$ cat src/rtl/dma_seq_pkg.sv
package dma_seq_pkg;

    typedef enum logic [2:0] {
        ST_IDLE = 3'd0,
        ST_HI   = 3'd1,   // S1: upper address byte on the data bus
        ST_ADR  = 3'd2,   // S2: address presented
        ST_EXT  = 3'd3,   // S3: read pulse extension
        ST_WAIT = 3'd4,   // wait state
        ST_XFR  = 3'd5    // S4: read/write completes
    } dma_state_e;

    typedef enum logic [1:0] {
        XF_VERIFY  = 2'b00,
        XF_WRITE   = 2'b01,
        XF_READ    = 2'b10,
        XF_VERIFY2 = 2'b11
    } dma_xfer_e;

endpackage

$ cat src/rtl/dma_addr_step.sv
module dma_addr_step #(
    parameter int ADDR_W = 16,
    parameter int LO_W   = 8
) (
    input  logic [ADDR_W-1:0] cur_addr,
    input  logic              step_down,
    output logic [ADDR_W-1:0] nxt_addr,
    output logic              hi_change
);
    localparam logic [ADDR_W-1:0] ADDR_ONE = {{(ADDR_W-1){1'b0}}, 1'b1};

    always_comb begin
        nxt_addr  = step_down ? (cur_addr - ADDR_ONE) : (cur_addr + ADDR_ONE);
        hi_change = (nxt_addr[ADDR_W-1:LO_W] != cur_addr[ADDR_W-1:LO_W]);
    end
endmodule

$ cat src/rtl/dma_strobe_dec.sv
module dma_strobe_dec
    import dma_seq_pkg::*;
(
    input  dma_state_e st,
    input  dma_xfer_e  xt,
    output logic       aen,
    output logic       adstb,
    output logic       memr,
    output logic       memw,
    output logic       ior,
    output logic       iow
);
    logic rd_phase;
    logic wr_phase;

    always_comb begin
        rd_phase = (st == ST_EXT) || (st == ST_WAIT) || (st == ST_XFR);
        wr_phase = (st == ST_WAIT) || (st == ST_XFR);
        aen      = (st != ST_IDLE);
        adstb    = (st == ST_HI);
        memr     = (xt == XF_READ)  && rd_phase;
        iow      = (xt == XF_READ)  && wr_phase;
        ior      = (xt == XF_WRITE) && rd_phase;
        memw     = (xt == XF_WRITE) && wr_phase;
    end
endmodule

$ cat src/rtl/dma_cycle_seq.sv
module dma_cycle_seq
    import dma_seq_pkg::*;
#(
    parameter int ADDR_W = 16,
    parameter int CNT_W  = 16,
    parameter int LO_W   = 8
) (
    input  logic              clk,
    input  logic              rst_n,
    input  logic              start,
    input  logic [ADDR_W-1:0] init_addr,
    input  logic [CNT_W-1:0]  init_count,
    input  logic [1:0]        xfer_type,
    input  logic              compress,
    input  logic              dir_dec,
    input  logic              ready,
    input  logic              eop,
    output logic              aen,
    output logic              adstb,
    output logic              db_oe,
    output logic [ADDR_W-LO_W-1:0] db_out,
    output logic [LO_W-1:0]   addr_lo,
    output logic              memr,
    output logic              memw,
    output logic              ior,
    output logic              iow,
    output logic              tc
);
    localparam int HI_W = ADDR_W - LO_W;
    localparam logic [CNT_W-1:0] CNT_ONE = {{(CNT_W-1){1'b0}}, 1'b1};

    typedef struct packed {
        dma_state_e        st;
        logic [ADDR_W-1:0] addr;
        logic [CNT_W-1:0]  cnt;
        dma_xfer_e         xt;
        logic              cmp;
        logic              dec;
        logic              eop_seen;
    } seq_t;

    seq_t seq_d, seq_q;

    logic [ADDR_W-1:0] addr_nxt;
    logic              hi_change;
    logic              last_xfer;
    logic              uses_ready;
    dma_state_e        st_cur;
    dma_xfer_e         xt_cur;

    dma_addr_step #(.ADDR_W(ADDR_W), .LO_W(LO_W)) u_step (
        .cur_addr  (seq_q.addr),
        .step_down (seq_q.dec),
        .nxt_addr  (addr_nxt),
        .hi_change (hi_change)
    );

    dma_strobe_dec u_dec (
        .st    (seq_q.st),
        .xt    (seq_q.xt),
        .aen   (aen),
        .adstb (adstb),
        .memr  (memr),
        .memw  (memw),
        .ior   (ior),
        .iow   (iow)
    );

    always_comb begin
        seq_d      = seq_q;
        last_xfer  = (seq_q.cnt == '0);
        uses_ready = (seq_q.xt == XF_READ) || (seq_q.xt == XF_WRITE);

        if (seq_q.st != ST_IDLE && eop) begin
            seq_d.eop_seen = 1'b1;
        end

        unique case (seq_q.st)
            ST_IDLE: begin
                if (start) begin
                    seq_d.st       = ST_HI;
                    seq_d.addr     = init_addr;
                    seq_d.cnt      = init_count;
                    seq_d.xt       = dma_xfer_e'(xfer_type);
                    seq_d.cmp      = compress;
                    seq_d.dec      = dir_dec;
                    seq_d.eop_seen = 1'b0;
                end
            end
            ST_HI: seq_d.st = ST_ADR;
            ST_ADR: begin
                if (!seq_q.cmp) begin
                    seq_d.st = ST_EXT;
                end else if (uses_ready && !ready) begin
                    seq_d.st = ST_WAIT;
                end else begin
                    seq_d.st = ST_XFR;
                end
            end
            ST_EXT: begin
                if (uses_ready && !ready) begin
                    seq_d.st = ST_WAIT;
                end else begin
                    seq_d.st = ST_XFR;
                end
            end
            ST_WAIT: begin
                if (ready) begin
                    seq_d.st = ST_XFR;
                end
            end
            ST_XFR: begin
                seq_d.addr = addr_nxt;
                seq_d.cnt  = seq_q.cnt - CNT_ONE;
                if (last_xfer || seq_q.eop_seen || eop) begin
                    seq_d.st = ST_IDLE;
                end else if (hi_change) begin
                    seq_d.st = ST_HI;
                end else begin
                    seq_d.st = ST_ADR;
                end
            end
            default: seq_d.st = ST_IDLE;
        endcase
    end

    always_ff @(posedge clk or negedge rst_n) begin
        if (!rst_n) begin
            seq_q <= '{st: ST_IDLE, addr: '0, cnt: '0, xt: XF_VERIFY,
                       cmp: 1'b0, dec: 1'b0, eop_seen: 1'b0};
        end else begin
            seq_q <= seq_d;
        end
    end

    assign st_cur  = seq_q.st;
    assign xt_cur  = seq_q.xt;
    assign db_oe   = (seq_q.st == ST_HI);
    assign db_out  = (seq_q.st == ST_HI) ? seq_q.addr[ADDR_W-1:LO_W] : {HI_W{1'b0}};
    assign addr_lo = seq_q.addr[LO_W-1:0];
    assign tc      = (seq_q.st == ST_XFR) && last_xfer;

endmodule

$ cat config.mk
export PLATFORM = sky130hd
export DESIGN_NAME = dma_cycle_seq
export DESIGN_NICKNAME = d
export VERILOG_FILES = /design/src/rtl/dma_seq_pkg.sv /design/src/rtl/dma_addr_step.sv /design/src/rtl/dma_strobe_dec.sv /design/src/rtl/dma_cycle_seq.sv
export SDC_FILE = /design/constraint.sdc
export NUM_CORES = 1
export LEC_CHECK = 0
export ABC_AREA = 1
export BUFFER_PORTS_ARGS = -buffer_cell sky130_fd_sc_hd__buf_4
export CAP_MARGIN = 20
export CORE_ASPECT_RATIO = 0.7
export CORE_MARGIN = 2
export CORE_UTILIZATION = 56
export CTS_CLUSTER_DIAMETER = 120
export DETAILED_ROUTE_END_ITERATION = 16
export PLACE_DENSITY = 0.81
export SKIP_CTS_REPAIR_TIMING = 1
export SYNTH_ARGS = -nofsm -noshare
export SYNTH_HDL_FRONTEND = slang
export SYNTH_SLANG_ARGS = --single-unit
export TNS_END_PERCENT = 50
$ cat constraint.sdc
create_clock -name clk -period 2.5 [get_ports clk]
set_input_delay 0.25 -clock clk [delete_from_list [all_inputs] [get_ports clk]]
set_output_delay 0.25 -clock clk [all_outputs]
set_load 0.01 [all_outputs]
==> results by group, run 1 <==
Clocking
  • Clock latency reported for the late side of the worst-skew pair: 0.30 ns
  • Num Clock Sinks: 40
  • H-tree levels: 2
  • Cell at the root of the clock tree: sky130_fd_sc_hd__clkbuf_8
  • Clock tree from TritonCTS: built
  • CTS Buffer Depth: 2
  • Clock-pin transition on the worst setup and hold timing paths: 0.09 ns
  • Clock buffers created by TritonCTS: 5

Synth
  • Most frequently used flop master after synthesis: sky130_fd_sc_hd__dfrtp_1
  • Netlist cell types: 43
  • Top cells by count, synth: sky130_fd_sc_hd__nand2_1, sky130_fd_sc_hd__inv_1, sky130_fd_sc_hd__nand3_1, sky130_fd_sc_hd__nor2_1, sky130_fd_sc_hd__dfrtp_1
  • Fraction of registers with async set or reset after synthesis: 100%
  • Number of warnings reported in the yosys synthesis log: 0
  • Number of enable-type register cells in the synthesized netlist: 0
  • Synth top area share: 29.7%
  • Part of the Yosys area used for sequential elements: 29.7%
  • Largest cells by area after synthesis: sky130_fd_sc_hd__dfrtp_1, sky130_fd_sc_hd__nand2_1, sky130_fd_sc_hd__nand3_1
  • Library cell occupying the most area in the post-synthesis netlist: sky130_fd_sc_hd__dfrtp_1
  • Synth Instances: 507
  • Net count of the mapped netlist: 566
  • Avg Synthesized Cell Area: 6.66 sq um
  • #FFs+latches synth: 40
  • Mapped cell area: 3370 sq um
  • Top-count cell post-synth: sky130_fd_sc_hd__nand2_1

Floorplan
  • Core box area: 5780 sq um
  • Number of rows in the core area: 23
  • IO Pins: 65
  • Starting density of the core: 58.3%
  • Die area: 6670 sq um
  • Floorplan die width: 96.8 um
  • Chip Height: 68.9 um

STA
  • Tmin final: 2.33 ns
  • Hold violation count in the final report: 0
  • RSZ-0062 raised after global routing: yes
  • Slew of the pin with the lowest slew margin: 0.551 ns
  • Fin. max-slew vios: 0
  • F_max: 0.429 GHz
  • Slew Limit Headroom: 63.2%
  • Ratio of final minimum period to clock period: 93.3%
  • Finish-stage setup viols: 0
  • Worst clock skew on the final layout: 0.0101 ns

Cells and area
  • Diode insertion count for antenna repair: 0
  • Final design utilization: 70.8%
  • Final-layout fill cell count: 516
  • Layout cells sized above 1: 21.0%
  • Area added between synthesis and finish: 21.3%
  • Count of non-filler cells in the finished layout: 641
  • Net count of the finished layout: 624

Pwr
  • Largest vdd supply drop: 0.698 mV
  • Power density over the cells: 1490 nW/um^2
  • Reported leakage power: 2.08 nW
  • Final total power: 6.09 mW

Min path
  • Hold crit path type: in2reg

Routing
  • Number of remaining DRC errors: 0
  • Average via count per standard cell: 5.57
  • TritonRoute pass-1 iters: 5
  • Vias after detailed routing: 3568
  • Final wirelength: 9.27 mm
  • First-iteration detailed-routing DRC count: 233
  • Antenna-violating nets left: 0
  • Routed len/inst: 14.5 um

Setup path
  • Critical path data required time: 2.25 ns
  • Data arrival at the endpoint of the critical path: 2.08 ns
  • Slowest Stage Delay on Critical Path: 0.41 ns
  • Slowest CP cell: sky130_fd_sc_hd__dfrtp_1
  • CP Class: reg2out
  • Family with the most delay on the worst path: simple AND/OR/NAND/NOR gates
  • Buffer and inverter count on the worst path: 2
  • Critical-path cell list: inv_1 > ha_1 > nand2_1 > nor2_4 > nand3_2 > nor3_4 > nand3_4 > nor2_1 > buf_4
  • Critical path launch point type: flip-flop
  • Critical Path Fanout Max: 4
  • Critical path capture point type: primary output

Global routing
  • GR Overflow Total: 0
  • Global-route wire length before repair: 15.1 mm
  • Combined global-route utilization of all metal layers: 28.1%
  • Pin count of the biggest net entering global routing: 41
  • Number of global-route vias before repair: 3300
  • Antenna violations before repair: 0

Placement
  • I/O Buffers: 64
  • Total placed cells including tap cells: 632
  • Final HPWL from detailed placement: 6.84 mm
  • Weighted congestion reported at the end of routability-driven placement: 1.03

Run status
  • Result of the run: finished, final reports clean

Job
  • Max cap viols: 0
==> layer usage <==
metal	routed length (um)	share of wire [%]	track usage (%)
met4	49	0.53	5.28
met5	0	0	0
met1	4420	48	40.1
met2	4110	44	45.3
met3	688	7.4	5.54
==> worst reg2reg max path, delay by kind of cell, from the launching register on <==
family	cells	cell delay, ns
compound gates	3	0.44
flops	1	0.42
simple gates	9	0.86
fa+ha+maj	1	0.34
buf+inv	1	0.16
==> flip-flops by register name (all words and copies together), names as in the netlist <==
register  cells
seq_q        27
st_cur        3
xt_cur        2
addr_lo       8
==> power breakdown <==
| part | internal (mW) | switching (mW) | leakage [nW] |
|---|---|---|---|
| sequential | 0.968 | 0.317 | 0.486 |
| clock | 0.297 | 0.257 | 0.0552 |
| combinational | 1.59 | 2.67 | 1.54 |
| total | 2.85 | 3.24 | 2.08 |
==> final cells by class <==
type / instances / area [sq um] / area share [%]
inverters: 76 / 288 / 7.03
flip-flops and latches: 40 / 1000 / 24.4
multi-input cells: 373 / 2070 / 50.6
clock inverters: 2 / 35.0 / 0.856
well taps: 75 / 93.8 / 2.29
repair buffers: 69 / 533 / 13.0
clock buffers: 6 / 72.6 / 1.77
==> cell usage in the layout (no fill, tap or decap), types with 4 or more instances in the layout <==
cell and count:
sky130_fd_sc_hd__ha_2 4, sky130_fd_sc_hd__o211ai_1 12, sky130_fd_sc_hd__nor2_1 48, sky130_fd_sc_hd__a22oi_1 4
sky130_fd_sc_hd__nand2_1 134, sky130_fd_sc_hd__dfrtp_1 40, sky130_fd_sc_hd__inv_1 69, sky130_fd_sc_hd__clkbuf_8 5
sky130_fd_sc_hd__o221ai_1 5, sky130_fd_sc_hd__nand3_2 4, sky130_fd_sc_hd__o21ai_0 13, sky130_fd_sc_hd__buf_4 67
sky130_fd_sc_hd__nand2_2 9, sky130_fd_sc_hd__a21oi_1 32, sky130_fd_sc_hd__ha_1 11, sky130_fd_sc_hd__nor2_2 7
sky130_fd_sc_hd__nand3_1 50, sky130_fd_sc_hd__nand4_1 4, sky130_fd_sc_hd__inv_2 5
==> per-stage QoR <==
stage	worst slack [ns]	hold slack, ns	setup TNS, ns	instance area (sq um)
floorplan	0.367	-0.0456	0	3370
global placement	0.257	0.270	0	3880
detailed placement	0.189	0.267	0	3880
CTS	-0.0267	-0.0614	-0.0267	3990
global route	-0.0222	0.152	-0.0222	4090
finish	0.167	0.143	0	4090
==> worst paths after layout <==
path	slack, ns	cells after the start	to	from
min in group asynchronous	0.45	2	seq_q[31]$_DFFE_PN0P_	rst_n
max in group asynchronous	1.64	2	seq_q[19]$_DFFE_PN0P_	rst_n
worst min register to register	0.50	2	seq_q[2]$_DFFE_PN0P_	seq_q[2]$_DFFE_PN0P_
worst max register to register	0.17	14	st_cur[0]$_DFFE_PN0P_	seq_q[1]$_DFFE_PN0P_
worst max-delay path	0.17	9	tc	seq_q[5]$_DFFE_PN0P_
worst min-delay path	0.14	3	seq_q[2]$_DFFE_PN0P_	compress
==> logic make-up after synthesis <==
kind of cell               share of synthesized area (%)
xor gates and xnor gates                            1.56
AOI/OAI and AO/OA                                   14.3
and+or+nand+nor                                     35.9
DFF                                                 29.7
adders and majority gates                           6.90
buffers and inverters                               11.7
No activity file was read; power rests on OpenSTA's default activity.
==> run 2, diff against run 1 <==
- ABC_AREA: 1 -> unset
- CORE_UTILIZATION: 56 -> 55
- RECOVER_POWER: unset -> 100
==> run 2 against run 1 <==
Compared with the run above:
- the flow now finishes with violations (setup timing)
- utilization increased by 6.6 points
- design area decreased by 1.6%
- count of clock-buffer cells in the layout is 1 lower
- fmax fell by 16%
- critical endpoint is now st_cur[1]$_DFFE_PN0P_
- combinational power increased by 13%
- highest routed layer unchanged
==> results by group, run 2 <==
Routing
  • Uppermost metal layer occupied by signal nets: met4 (unchanged)
  • Routed len/inst: 17.8 um (was 14.5 um)
  • Antenna-violating nets left: 0 (unchanged)
  • TritonRoute pass-1 iters: 5 (unchanged)
  • Final wirelength: 9.23 mm (was 9.27 mm)
  • Number of remaining DRC errors: 0 (unchanged)
  • Average via count per standard cell: 6.02 (was 5.57)
  • DRT met1 WL: 4.24 mm (was 4.42 mm)
  • Detail Route met3 WL: 725 um (was 688 um)
  • Met2 Routed Length: 4.12 mm (was 4.11 mm)
  • First-iteration detailed-routing DRC count: 303 (was 233)
  • Vias after detailed routing: 3123 (was 3568)

STA
  • Post-route setup slack: -0.272 ns (was 0.167 ns)
  • F_max: 0.361 GHz (was 0.429 GHz)
  • Hold violation count in the final report: 0 (unchanged)
  • Slew of the pin with the lowest slew margin: 1.04 ns (was 0.551 ns)
  • Slew Limit Headroom: 30.9% (was 63.2%)
  • RSZ-0062 raised after global routing: yes (unchanged)
  • Finish-stage setup viols: 4 (was 0)
  • Final sum of negative setup slack: -0.588 ns (was 0 ns)
  • Tmin final: 2.77 ns (was 2.33 ns)
  • Fin. max-slew vios: 0 (unchanged)
  • Ratio of final minimum period to clock period: 111% (was 93.3%)
  • Worst clock skew on the final layout: 0.00420 ns (was 0.0101 ns)

Setup path
  • Critical Path Fanout Max: 6 (was 4)
  • Buffer and inverter count on the worst path: 1 (was 2)
  • Data arrival at the endpoint of the critical path: 3.01 ns (was 2.08 ns)
  • Family with the most delay on the worst path: simple AND/OR/NAND/NOR gates (unchanged)
  • Slowest Stage Delay on Critical Path: 0.45 ns (was 0.41 ns)
  • Startpoint of the worst-slack reg-to-reg timing path: seq_q[1]$_DFFE_PN0P_ (unchanged)
  • Endpoint of the worst register-to-register path: st_cur[1]$_DFFE_PN0P_ (was st_cur[0]$_DFFE_PN0P_)
  • Setup slack of the worst register-to-register path: -0.27 ns (was 0.17 ns)
  • Critical path data required time: 2.74 ns (was 2.25 ns)
  • Critical path launch point type: flip-flop (unchanged)
  • Slowest CP cell: sky130_fd_sc_hd__dfrtp_2 (was sky130_fd_sc_hd__dfrtp_1)
  • Worst reg-to-reg path cell count: 10 (was 14)
  • Most frequent cell on the critical path: sky130_fd_sc_hd__nor4_4
  • CP Class: reg2reg (was reg2out)
  • Critical-path cell list: buf_4 > ha_4 > a211o_1 > a31oi_4 > nor4_4 > nor4_4 > xnor3_1 > nor4_1 > and4_1 > a31o_1 (was inv_1 > ha_1 > nand2_1 > nor2_4 > nand3_2 > nor3_4 > nand3_4 > nor2_1 > buf_4)
  • Critical path capture point type: flip-flop (was primary output)

Placement
  • I/O Buffers: 64 (unchanged)
  • Final HPWL from detailed placement: 6.16 mm (was 6.84 mm)
  • Placed cell areas: 3780 sq um (was 3880 sq um)
  • Total placed cells including tap cells: 501 (was 632)
  • Weighted congestion reported at the end of routability-driven placement: 0.917 (was 1.03)

Global routing
  • GR Overflow Total: 0 (unchanged)
  • Antenna violations before repair: 0 (unchanged)
  • Global-route wire length before repair: 13.8 mm (was 15.1 mm)
  • Number of global-route vias before repair: 2841 (was 3300)
  • Combined global-route utilization of all metal layers: 29.4% (was 28.1%)
  • Pin count of the biggest net entering global routing: 41 (unchanged)

Clocking
  • Clock buffers created by TritonCTS: 5 (unchanged)
  • Clock tree from TritonCTS: built (unchanged)
  • Cell at the root of the clock tree: sky130_fd_sc_hd__clkbuf_8 (unchanged)
  • CTS Buffer Depth: 2 (unchanged)
  • Clock-pin transition on the worst setup and hold timing paths: 0.08 ns (was 0.09 ns)
  • Clock latency reported for the late side of the worst-skew pair: 0.30 ns (about the same)
  • Num Clock Sinks: 40 (unchanged)
  • H-tree levels: 2 (unchanged)

Synth
  • Most frequently used flop master after synthesis: sky130_fd_sc_hd__dfrtp_1 (unchanged)
  • Fraction of registers with async set or reset after synthesis: 100% (unchanged)
  • Avg Synthesized Cell Area: 8.54 sq um (was 6.66 sq um)
  • Top-count cell post-synth: sky130_fd_sc_hd__nand2_1 (unchanged)
  • Library cell occupying the most area in the post-synthesis netlist: sky130_fd_sc_hd__dfrtp_1 (unchanged)
  • Number of enable-type register cells in the synthesized netlist: 0 (unchanged)
  • Part of the Yosys area used for sequential elements: 34.0% (was 29.7%)
  • Top cells by count, synth: sky130_fd_sc_hd__nand2_1, sky130_fd_sc_hd__dfrtp_1, sky130_fd_sc_hd__a21oi_1, sky130_fd_sc_hd__nor2_1, sky130_fd_sc_hd__ha_1 (was sky130_fd_sc_hd__nand2_1, sky130_fd_sc_hd__inv_1, sky130_fd_sc_hd__nand3_1, sky130_fd_sc_hd__nor2_1, sky130_fd_sc_hd__dfrtp_1)
  • Net count of the mapped netlist: 404 (was 566)
  • Synth Instances: 345 (was 507)
  • Netlist cell types: 53 (was 43)
  • Largest cells by area after synthesis: sky130_fd_sc_hd__dfrtp_1, sky130_fd_sc_hd__nand2_1, sky130_fd_sc_hd__ha_1 (was sky130_fd_sc_hd__dfrtp_1, sky130_fd_sc_hd__nand2_1, sky130_fd_sc_hd__nand3_1)
  • Number of warnings reported in the yosys synthesis log: 0 (unchanged)
  • #FFs+latches synth: 40 (unchanged)
  • Synth top area share: 34.0% (was 29.7%)
  • Mapped cell area: 2950 sq um (was 3370 sq um)

Floorplan
  • Starting density of the core: 56.6% (was 58.3%)
  • Die area: 5970 sq um (was 6670 sq um)
  • Floorplan die width: 91.5 um (was 96.8 um)
  • Chip Height: 65.2 um (was 68.9 um)
  • Core box area: 5200 sq um (was 5780 sq um)
  • Number of rows in the core area: 22 (was 23)
  • IO Pins: 65 (unchanged)

Cells and area
  • Final design utilization: 77.4% (was 70.8%)
  • Area added between synthesis and finish: 36.7% (was 21.3%)
  • Final-layout fill cell count: 364 (was 516)
  • Leading cell types in the layout, fill and taps excluded: sky130_fd_sc_hd__buf_4, sky130_fd_sc_hd__nand2_1, sky130_fd_sc_hd__dfrtp_1 (was sky130_fd_sc_hd__nand2_1, sky130_fd_sc_hd__inv_1, sky130_fd_sc_hd__buf_4)
  • Max FFs per register: 27 (unchanged)
  • Count of non-filler cells in the finished layout: 519 (was 641)
  • Diode insertion count for antenna repair: 0 (unchanged)
  • Largest register by flop count: seq_q (unchanged)
  • Area of all placed cells without fillers: 4030 sq um (was 4090 sq um)
  • Net count of the finished layout: 506 (was 624)
  • Commonest non-fill, non-tap cell in the layout: sky130_fd_sc_hd__buf_4 (was sky130_fd_sc_hd__nand2_1)
  • Layout cells sized above 1: 30.4% (was 21.0%)

Min path
  • Cell depth of the worst min-delay path: 3 (unchanged)
  • Hold endpoint: seq_q[2]$_DFFE_PN0P_ (unchanged)
  • Hold Startpoint: compress (unchanged)
  • Hold crit path type: in2reg (unchanged)

Pwr
  • Reported leakage power: 1.83 nW (was 2.08 nW)
  • Power density over the cells: 1690 nW/um^2 (was 1490 nW/um^2)
  • Final total power: 6.79 mW (was 6.09 mW)
  • Largest vdd supply drop: 0.895 mV (was 0.698 mV)

Run status
  • Result of the run: complete, but fails checks (was finished, final reports clean)
  • Failing checks: setup timing

Job
  • Max cap viols: 0 (unchanged)
-- run 2: changes by cell type in the layout (fill, tap and decap cells not counted), sizes merged, moves of 16 or more --
cell and delta:
nor2 -37, inv -66, buf +34, nand2 -87
nand3 -48, clkbuf +16
-- run 2: worst min-delay path, cell delays in order --
cell,delay [ns]
sky130_fd_sc_hd__buf_4,0.08
sky130_fd_sc_hd__nand2_1,0.04
sky130_fd_sc_hd__nand2_1,0.05
-- run 2: cells by family after synthesis --
family          count (synthesis)  synth area share [%]
compound gates                 97                  22.3
xor+xnor                       23                  7.31
fa+ha+maj                      18                  7.90
buf+inv                        34                  5.78
flops                          40                  34.0
mux                             3                  1.02
simple gates                  130                  21.8
-- run 2: how the worst max path moves through the flow --
stage,startpoint,end,slack [ns],cells past startpoint
6_report,seq_q[1]$_DFFE_PN0P_,st_cur[1]$_DFFE_PN0P_,-0.27,10
5_1_grt,seq_q[1]$_DFFE_PN0P_,st_cur[1]$_DFFE_PN0P_,-0.34,10
4_1_cts,seq_q[1]$_DFFE_PN0P_,st_cur[0]$_DFFE_PN0P_,-0.26,9
3_5_place_dp,seq_q[1]$_DFFE_PN0P_,st_cur[1]$_DFFE_PN0P_,-0.20,9
3_3_place_gp,seq_q[1]$_DFFE_PN0P_,st_cur[0]$_DFFE_PN0P_,-0.15,9
2_1_floorplan,seq_q[1]$_DFFE_PN0P_,st_cur[0]$_DFFE_PN0P_,0.003,9
-- run 2: cell type report --
class                           instances  area, sq um  area share, %
Inverter                                9         33.8          0.839
Clock buffer                            5         68.8           1.71
Tap cell                               72         90.1           2.24
Multi-Input combinational cell        271         1910           47.5
Clock inverter                          2         60.1           1.49
Timing Repair Buffer                  120          858           21.3
Sequential cell                        40         1000           24.9
-- run 2: metrics by stage --
step           hold WS (ns)  setup WS [ns]
3_3_place_gp          0.261         -0.146
3_5_place_dp          0.262         -0.197
4_1_cts             -0.0625         -0.257
6_report              0.145         -0.272
5_1_grt               0.150         -0.336
2_1_floorplan       -0.0456        0.00264
-- run 2: metal layers --
layer | vias to the layer above | GRT usage [%]
met5 | - | 0
met4 | 0 | 6.82
met1 | 1498 | 42.8
li1 | 1451 | -
met2 | 157 | 45.4
met3 | 17 | 5.85
-- run 2: power by group --
group / total (mW) / leakage (nW) / internal [mW] / switching, mW
Combinational: 4.79 / 1.28 / 2.38 / 2.41
Clock: 0.640 / 0.0642 / 0.393 / 0.246
Sequential: 1.36 / 0.488 / 0.969 / 0.395
Total: 6.79 / 1.83 / 3.74 / 3.05
